<file path="src/rtl/irq_stat_pkg.sv">
package irq_stat_pkg;

  // Strobes from address decode to the register datapath
  typedef struct packed {
    logic clrStatus;   // write-one-to-clear on status
    logic setStatus;   // write-one-to-set through the set register
    logic loadMask;    // full mask load
  } regStrobe_t;

  typedef enum logic [1:0] {
    RD_NONE   = 2'd0,
    RD_STATUS = 2'd1,
    RD_MASK   = 2'd2
  } rdSel_t;

  // Fixed event source bit positions
  localparam int unsigned BIT_ENC_CAP_START = 31;
  localparam int unsigned BIT_ENC_EOS       = 30;
  localparam int unsigned BIT_ENC_VBI_CAP   = 29;
  localparam int unsigned BIT_VIN_RESET     = 28;
  localparam int unsigned BIT_ENC_DMA_DONE  = 27;
  localparam int unsigned BIT_DEC_AUD_MODE  = 24;
  localparam int unsigned BIT_DEC_DATA_REQ  = 22;
  localparam int unsigned BIT_DEC_DMA_DONE  = 20;
  localparam int unsigned BIT_DEC_VBI_INS   = 19;
  localparam int unsigned BIT_DEC_DMA_LLERR = 18;

endpackage

</file>
<file path="src/rtl/irq_stat_ctrl.sv">
module irq_stat_ctrl
  import irq_stat_pkg::*;
#(
  parameter int unsigned ADDR_W = 8,
  parameter logic [ADDR_W-1:0] STATUS_OFS = 8'h40,
  parameter logic [ADDR_W-1:0] SET_OFS    = 8'h44,
  parameter logic [ADDR_W-1:0] MASK_OFS   = 8'h48
) (
  input  logic [ADDR_W-1:0] regAddr,
  input  logic              wrEn,
  output regStrobe_t        strobe,
  output rdSel_t            rdSel
);

  always_comb begin
    strobe.clrStatus = wrEn && (regAddr == STATUS_OFS);
    strobe.setStatus = wrEn && (regAddr == SET_OFS);
    strobe.loadMask  = wrEn && (regAddr == MASK_OFS);
  end

  always_comb begin
    if (regAddr == STATUS_OFS)    rdSel = RD_STATUS;
    else if (regAddr == MASK_OFS) rdSel = RD_MASK;
    else                          rdSel = RD_NONE;
  end

endmodule

</file>
<file path="src/rtl/irq_stat_dp.sv">
module irq_stat_dp
  import irq_stat_pkg::*;
#(
  parameter int unsigned DATA_W = 32
) (
  input  logic              clk,
  input  logic              rstN,
  input  regStrobe_t        strobe,
  input  rdSel_t            rdSel,
  input  logic [DATA_W-1:0] wrData,
  input  logic [DATA_W-1:0] eventsIn,
  output logic [DATA_W-1:0] statusQ,
  output logic [DATA_W-1:0] maskQ,
  output logic [DATA_W-1:0] rdData,
  output logic              irqOut
);

  localparam logic [DATA_W-1:0] MASK_RST = {DATA_W{1'b1}};

  logic [DATA_W-1:0] clrVec;
  logic [DATA_W-1:0] setVec;
  logic [DATA_W-1:0] statusNext;
  logic [DATA_W-1:0] pendVec;

  assign clrVec  = strobe.clrStatus ? wrData : '0;
  assign setVec  = strobe.setStatus ? wrData : '0;
  assign pendVec = statusQ & ~maskQ;

  // Per-bit update: any set source outranks the clear
  for (genvar i = 0; i < DATA_W; i++) begin : g_bit
    always_comb begin
      if (eventsIn[i] || setVec[i]) statusNext[i] = 1'b1;
      else if (clrVec[i])           statusNext[i] = 1'b0;
      else                          statusNext[i] = statusQ[i];
    end
  end

  always_ff @(posedge clk) begin
    if (!rstN) begin
      statusQ <= '0;
      maskQ   <= MASK_RST;
      irqOut  <= 1'b0;
    end else begin
      statusQ <= statusNext;
      if (strobe.loadMask) maskQ <= wrData;
      irqOut  <= |pendVec;
    end
  end

  always_comb begin
    unique case (rdSel)
      RD_STATUS: rdData = statusQ;
      RD_MASK:   rdData = maskQ;
      default:   rdData = '0;
    endcase
  end

endmodule

</file>
<file path="src/rtl/irq_stat_mask.sv">
module irq_stat_mask
  import irq_stat_pkg::*;
#(
  parameter int unsigned DATA_W = 32,
  parameter int unsigned ADDR_W = 8,
  parameter logic [ADDR_W-1:0] STATUS_OFS = 8'h40,
  parameter logic [ADDR_W-1:0] SET_OFS    = 8'h44,
  parameter logic [ADDR_W-1:0] MASK_OFS   = 8'h48
) (
  input  logic              clk,
  input  logic              rstN,
  input  logic [ADDR_W-1:0] regAddr,
  input  logic              wrEn,
  input  logic [DATA_W-1:0] wrData,
  output logic [DATA_W-1:0] rdData,
  input  logic [DATA_W-1:0] eventsIn,
  output logic              irqOut
);

  regStrobe_t        strobe;
  rdSel_t            rdSel;
  logic [DATA_W-1:0] statusQ;
  logic [DATA_W-1:0] maskQ;

  irq_stat_ctrl #(
    .ADDR_W(ADDR_W), .STATUS_OFS(STATUS_OFS), .SET_OFS(SET_OFS), .MASK_OFS(MASK_OFS)
  ) u_ctrl (
    .regAddr(regAddr),
    .wrEn(wrEn),
    .strobe(strobe),
    .rdSel(rdSel)
  );

  irq_stat_dp #(.DATA_W(DATA_W)) u_dp (
    .clk(clk),
    .rstN(rstN),
    .strobe(strobe),
    .rdSel(rdSel),
    .wrData(wrData),
    .eventsIn(eventsIn),
    .statusQ(statusQ),
    .maskQ(maskQ),
    .rdData(rdData),
    .irqOut(irqOut)
  );

endmodule

</file>
<file path="config.mk">
export PLATFORM = sky130hd
export DESIGN_NAME = irq_stat_mask
export DESIGN_NICKNAME = d
export VERILOG_FILES = /design/src/rtl/irq_stat_pkg.sv /design/src/rtl/irq_stat_ctrl.sv /design/src/rtl/irq_stat_dp.sv /design/src/rtl/irq_stat_mask.sv
export SDC_FILE = /design/constraint.sdc
export NUM_CORES = 1
export LEC_CHECK = 0
export BUFFER_PORTS_ARGS = -buffer_cell sky130_fd_sc_hd__clkbuf_2
export CORE_AREA = 2 2 83 85
export CTS_CLUSTER_DIAMETER = 80
export DETAILED_ROUTE_END_ITERATION = 8
export DIE_AREA = 0 0 85 87
export PLACE_DENSITY = 0.78
export SLEW_MARGIN = 20
export SYNTH_ARGS = -nofsm -noshare
export SYNTH_HDL_FRONTEND = slang
export SYNTH_SLANG_ARGS = --single-unit
</file>
<file path="constraint.sdc">
create_clock -name clk -period 2.4 [get_ports clk]
set_input_delay 0.24 -clock clk [delete_from_list [all_inputs] [get_ports clk]]
set_output_delay 0.24 -clock clk [all_outputs]
set_load 0.02 [all_outputs]
</file>
[Word-level counts from Yosys, hierarchy flattened]
Index checks and enable logic that the tools add are counted.
Word-level totals
  output and inout bits: 33
  logic and storage cells: 178
  register bits after elaboration: 65
  input port bits: 75
Cells by class
  reductions and logical operators: 68
  muxes and demuxes: 69
  bitwise logic cells: 2
  equality and inequality tests: 5
Operator list (number)
  1-bit two-way mux: 64
  32-bit two-way mux: 2
  32-bit case mux with 2 select lines: 1
  2-bit nonzero test: 32
  32-bit bitwise AND: 1
  1-bit logical OR: 32
  32-bit inverter: 1
  32-bit OR reduction: 1
  8-bit by 7-bit == test with 1-bit output (second input constant): 3
  2-bit two-way mux: 2
  1-bit logical AND: 3
  2-bit by 1-bit == test with 1-bit output (second input constant): 1
  2-bit == test (second input constant): 1

[Logic depth before layout (Yosys ltp)]
  depth in word-level cells: 5
  mapped depth: 6
  mapped depth without buffers: 4

[By module]
A second synthesis with hierarchy kept.
Second synthesis, totals
  cell total of the unflattened synthesis: 384
  area total of the unflattened synthesis: 3315.7 µm²
By module, submodules not included
  irq_stat_dp: instances 1, area an instance 3245.6 µm², seq. area each 1301.2 µm², cells each 373
  irq_stat_ctrl: instances 1, area an instance 70.1 µm², seq. area each 0.0 µm², cells each 11

[Worst setup path after synthesis]
OpenSTA, ideal clock, no wires.
  kind: input port to output port
  start point: in regAddr[7]
  end point: out rdData[10]
  data required time: 2.160 ns
  cell stages on the path: 5
  path buffers: 2
  slack: 0.840 ns
  data arrival time: 1.320 ns
  cells stage by stage: nor4b_4 > and3_1 > buf_2 > buf_2 > a22o_1
Between the ends
  word-level cells in the longest chain between the ends: 5
  elaborated cells on any way between the ends: 7
  classes of those cells: eq/ne (4); mux (3)
RTL lines
  start, declared: RTL line irq_stat_mask.sv:12  | input logic [ADDR_W-1:0] regAddr,
  8-bit by 7-bit == test with 1-bit output: RTL line irq_stat_ctrl.sv:23  | else if (regAddr == MASK_OFS) rdSel = RD_MASK;
  2-bit two-way mux: RTL line irq_stat_ctrl.sv:23
  2-bit two-way mux *: RTL line irq_stat_ctrl.sv:22  | if (regAddr == STATUS_OFS) rdSel = RD_STATUS;
  2-bit == test or 2-bit by 1-bit == test with 1-bit output (tied branches): RTL line irq_stat_dp.sv:51  | unique case (rdSel)
  32-bit case mux with 2 select lines *: RTL line irq_stat_dp.sv:51
  end, declared: RTL line irq_stat_mask.sv:15  | output logic [DATA_W-1:0] rdData,
Mark *: on every way between the ends. The rest lies on a longest branch, timed or not.

[Worst setup path after layout]
  start point: in regAddr[7]
  end point: out rdData[18]
Same word-level chain as after synthesis.

==> report_table.html <==
<table>
<tr><th>Metric</th><th>Value</th></tr>
<tr><th colspan="2">Yosys</th></tr>
<tr><td>Number of enable-type register cells in the synthesized netlist</td><td>0</td></tr>
<tr><td>Avg Inst Size Synth</td><td>8.21 um^2</td></tr>
<tr><td>Most instantiated flip-flop cell in the synthesis netlist</td><td>sky130_fd_sc_hd__dfxtp_1</td></tr>
<tr><td>Biggest area contributors in the synthesized netlist</td><td>sky130_fd_sc_hd__dfxtp_1 (41%), sky130_fd_sc_hd__nand3_1 (10%), sky130_fd_sc_hd__a22o_1 (8.8%)</td></tr>
<tr><td>Net Count, Synth</td><td>461</td></tr>
<tr><td>Gate count after technology mapping</td><td>386</td></tr>
<tr><td>Yosys warning count</td><td>0</td></tr>
<tr><td>Share of flip-flops with an asynchronous set or reset</td><td>0</td></tr>
<tr><td>Synthesized cell area</td><td>0.00317 mm^2</td></tr>
<tr><td>Flip-flop and latch count after synthesis</td><td>65</td></tr>
<tr><td>Top cell type's share of synthesized area</td><td>0.410</td></tr>
<tr><td>Synth area leader</td><td>sky130_fd_sc_hd__dfxtp_1</td></tr>
<tr><td>Netlist cell types</td><td>22</td></tr>
<tr><td>Sequential fraction of the synthesis area</td><td>0.410</td></tr>
<tr><th colspan="2">Global route</th></tr>
<tr><td>Aggregate global routing overflow</td><td>0</td></tr>
<tr><td>Vias in the first global route</td><td>3,095</td></tr>
<tr><td>Pin count of the biggest net entering global routing</td><td>54</td></tr>
<tr><td>Total track usage</td><td>0.258</td></tr>
<tr><td>Global-route wire length before repair</td><td>15.2 mm</td></tr>
<tr><td>Initial antenna violation count</td><td>0</td></tr>
<tr><th colspan="2">Timing</th></tr>
<tr><td>Achievable Freq</td><td>0.492 GHz</td></tr>
<tr><td>Number of hold-slack violations in the final timing report</td><td>0</td></tr>
<tr><td>Summed negative setup slack over all endpoints</td><td>0 ps</td></tr>
<tr><td>RSZ-0062 raised after global routing</td><td>false</td></tr>
<tr><td>Final period utilization</td><td>0.846</td></tr>
<tr><td>Tmin final</td><td>2030 ps</td></tr>
<tr><td>Final Skew</td><td>9.99 ps</td></tr>
<tr><td>Transition at the pin with the smallest max-transition slack</td><td>1090 ps</td></tr>
<tr><td>Final setup violating endpoints</td><td>0</td></tr>
<tr><td>Final slew viol count</td><td>0</td></tr>
<tr><td>Worst slew margin relative to its limit</td><td>0.275</td></tr>
<tr><th colspan="2">Worst setup path</th></tr>
<tr><td>WS Path Type</td><td>input port to primary output</td></tr>
<tr><td>Worst reg2reg endpoint</td><td>u_dp.irqOut</td></tr>
<tr><td>Worst EP required</td><td>2160 ps</td></tr>
<tr><td>Register-to-Register Path Depth</td><td>4</td></tr>
<tr><td>Data arrival, critical path</td><td>1790 ps</td></tr>
<tr><td>Reg2reg start</td><td>u_dp.statusQ[17]</td></tr>
<tr><td>Biggest fanout along the worst timing path</td><td>53</td></tr>
<tr><td>CP Capture Type</td><td>primary output</td></tr>
<tr><td>Crit start category</td><td>input port</td></tr>
<tr><td>Setup slack of the worst register-to-register path</td><td>1240 ps</td></tr>
<tr><th colspan="2">Layout</th></tr>
<tr><td>Post-layout nets</td><td>552</td></tr>
<tr><td>Share of cells above drive strength 1</td><td>0.272</td></tr>
<tr><td>Area Overhead vs Synth</td><td>23.2%</td></tr>
<tr><td># fillers</td><td>609</td></tr>
<tr><td>Util after Layout</td><td>0.595</td></tr>
<tr><td>Count of inserted antenna diode cells</td><td>0</td></tr>
<tr><th colspan="2">Clocking</th></tr>
<tr><td>Clock slew at the register clock pins of the worst setup and hold paths</td><td>70 ps</td></tr>
<tr><td>CTS sink count</td><td>65</td></tr>
<tr><td># Post-CTS Setup Buffers</td><td>0</td></tr>
<tr><td>Total clock buffers created by CTS</td><td>9</td></tr>
<tr><td>Buffer type at the clock tree root</td><td>sky130_fd_sc_hd__clkbuf_8</td></tr>
<tr><td>Hold buffer count at cts</td><td>0</td></tr>
<tr><td>Number of gates resized after cts</td><td>0</td></tr>
<tr><td>CTS tree</td><td>built</td></tr>
<tr><td>Max Root-Sink Buffers</td><td>2</td></tr>
<tr><td>Number of H-tree levels</td><td>3</td></tr>
<tr><td>Worst-Skew Late Latency</td><td>330 ps</td></tr>
<tr><th colspan="2">Die</th></tr>
<tr><td>Area of the core region</td><td>0.00657 mm^2</td></tr>
<tr><td>Number of ports placed on the die boundary</td><td>108</td></tr>
<tr><td>Row count</td><td>30</td></tr>
<tr><td>Die boundary width</td><td>85 um</td></tr>
<tr><td>Height of the chip</td><td>87 um</td></tr>
<tr><td>Starting Density</td><td>0.483</td></tr>
<tr><td>Die Footprint</td><td>0.00740 mm^2</td></tr>
<tr><th colspan="2">Route</th></tr>
<tr><td>DR vias</td><td>3,325</td></tr>
<tr><td>Routed vias/inst</td><td>5.92</td></tr>
<tr><td>DRC marker count from the first detailed-route iteration</td><td>238</td></tr>
<tr><td>Post-detailed-route count of antenna-violating nets</td><td>0</td></tr>
<tr><td>Final routed wirelength across all metal layers</td><td>9.46 mm</td></tr>
<tr><td>First-pass iteration count of the detailed router</td><td>5</td></tr>
<tr><td>Final routed wire length divided by cell count</td><td>16.8 um</td></tr>
<tr><td>Remaining routing DRC violations</td><td>0</td></tr>
<tr><th colspan="2">Worst hold path</th></tr>
<tr><td>Worst min path class</td><td>input port to flip-flop</td></tr>
<tr><td>Worst-case hold path end point</td><td>u_dp.statusQ[9]</td></tr>
<tr><td>Startpoint of the worst hold path</td><td>eventsIn[9]</td></tr>
<tr><td>Min-Delay Path Depth</td><td>2</td></tr>
<tr><th colspan="2">Pwr</th></tr>
<tr><td>Power per cell area</td><td>579 mW/mm^2</td></tr>
<tr><td>Post-layout total power</td><td>0.00226 W</td></tr>
<tr><td>Cell leakage power</td><td>2.01 nW</td></tr>
<tr><td>Worst IR Drop VDD</td><td>0.376 mV</td></tr>
<tr><th colspan="2">Run</th></tr>
<tr><td>Reported max-cap violation count</td><td>0</td></tr>
<tr><th colspan="2">Placement</th></tr>
<tr><td>Estimated wirelength of the detail-placed design</td><td>6.31 mm</td></tr>
<tr><td>Count of input and output buffers</td><td>107</td></tr>
<tr><td>Final Wtd Congestion</td><td>0.827</td></tr>
<tr><th colspan="2">Status</th></tr>
<tr><td>Outcome</td><td>complete, no violations</td></tr>
</table>
==> area by class of cell <==
type,count,area [um^2],area share
multi-input combinational,254,1580,0.404
sequential,65,1300,0.333
inverter,33,124,0.0317
clock inverter,3,40.0,0.0102
tap,80,100,0.0256
clock buffer,13,149,0.0381
timing repair buffer,114,613,0.157
==> through the flow <==
step	hold WS (ps)	std cells	instance area, um^2	worst slack (ps)
final	127	562	3910	369
after global routing	115	562	3910	261
after CTS	117	562	3910	406
after detailed placement	466	546	3720	409
after global placement	461	546	3720	438
after floorplan	376	386	3170	840
==> worst max path at each step <==
stage	end	from	cells after the start
2_1_floorplan	rdData[10]	regAddr[7]	5
3_3_place_gp	rdData[13]	regAddr[7]	6
3_5_place_dp	rdData[13]	regAddr[7]	6
4_1_cts	rdData[13]	regAddr[7]	6
5_1_grt	rdData[26]	regAddr[5]	6
6_report	rdData[18]	regAddr[7]	6
==> flip-flops by register name, summed over array words and instances (netlist names) <==
name,cells
u_dp.maskQ,32
u_dp.statusQ,32
u_dp.irqOut,1
==> power breakdown <==
part           switching (W)  total (W)  leakage, nW  internal, W
sequential         0.0000212    0.00114        0.536      0.00112
clock               0.000394   0.000900       0.0974     0.000507
combinational       0.000122   0.000221         1.38    0.0000992
total               0.000536    0.00226         2.01      0.00172
==> cells by family (layout without fill, tap and decap cells) <==
group | count (synthesis) | after routing | synth area share
buf+inv | 67 | 163 | 0.0927
compound gates | 113 | 113 | 0.262
simple gates | 141 | 141 | 0.235
flops | 65 | 65 | 0.410
==> Yosys cell counts (3+ instances only) <==
cell type                   n
sky130_fd_sc_hd__a21oi_1   32
sky130_fd_sc_hd__a22o_1    32
sky130_fd_sc_hd__and3_1    33
sky130_fd_sc_hd__buf_2     13
sky130_fd_sc_hd__buf_6      3
sky130_fd_sc_hd__clkbuf_1  17
sky130_fd_sc_hd__dfxtp_1   65
sky130_fd_sc_hd__inv_1     33
sky130_fd_sc_hd__nand2_1   33
sky130_fd_sc_hd__nand3_1   64
sky130_fd_sc_hd__nor4_1     4
sky130_fd_sc_hd__o22ai_1   16
sky130_fd_sc_hd__o31a_1    32
==> worst max-delay path, stage by stage <==
cell	delay [ps]
sky130_fd_sc_hd__clkbuf_2	100
sky130_fd_sc_hd__nor4b_4	360
sky130_fd_sc_hd__and3_2	410
sky130_fd_sc_hd__buf_12	280
sky130_fd_sc_hd__a22o_1	190
sky130_fd_sc_hd__clkbuf_2	170
==> per-layer routing <==
metal | track usage | vias up | share of wire
li1 | - | 1598 | -
met1 | 0.342 | 1520 | 0.42
met2 | 0.409 | 186 | 0.47
met3 | 0.0550 | 21 | 0.095
met4 | 0.107 | 0 | 0.020
met5 | 0 | - | 0
==> placed cells by master (no fill, tap or decap), types with 3 or more instances in the layout <==
| cell type | count |
|---|---|
| sky130_fd_sc_hd__a21oi_1 | 32 |
| sky130_fd_sc_hd__a22o_1 | 32 |
| sky130_fd_sc_hd__and3_1 | 32 |
| sky130_fd_sc_hd__buf_4 | 5 |
| sky130_fd_sc_hd__clkbuf_1 | 3 |
| sky130_fd_sc_hd__clkbuf_2 | 107 |
| sky130_fd_sc_hd__clkbuf_8 | 10 |
| sky130_fd_sc_hd__dfxtp_1 | 65 |
| sky130_fd_sc_hd__inv_1 | 33 |
| sky130_fd_sc_hd__nand2_1 | 33 |
| sky130_fd_sc_hd__nand3_1 | 64 |
| sky130_fd_sc_hd__nor4_1 | 4 |
| sky130_fd_sc_hd__o22ai_1 | 16 |
| sky130_fd_sc_hd__o31a_1 | 32 |
No activity file was read; power rests on OpenSTA's default activity.
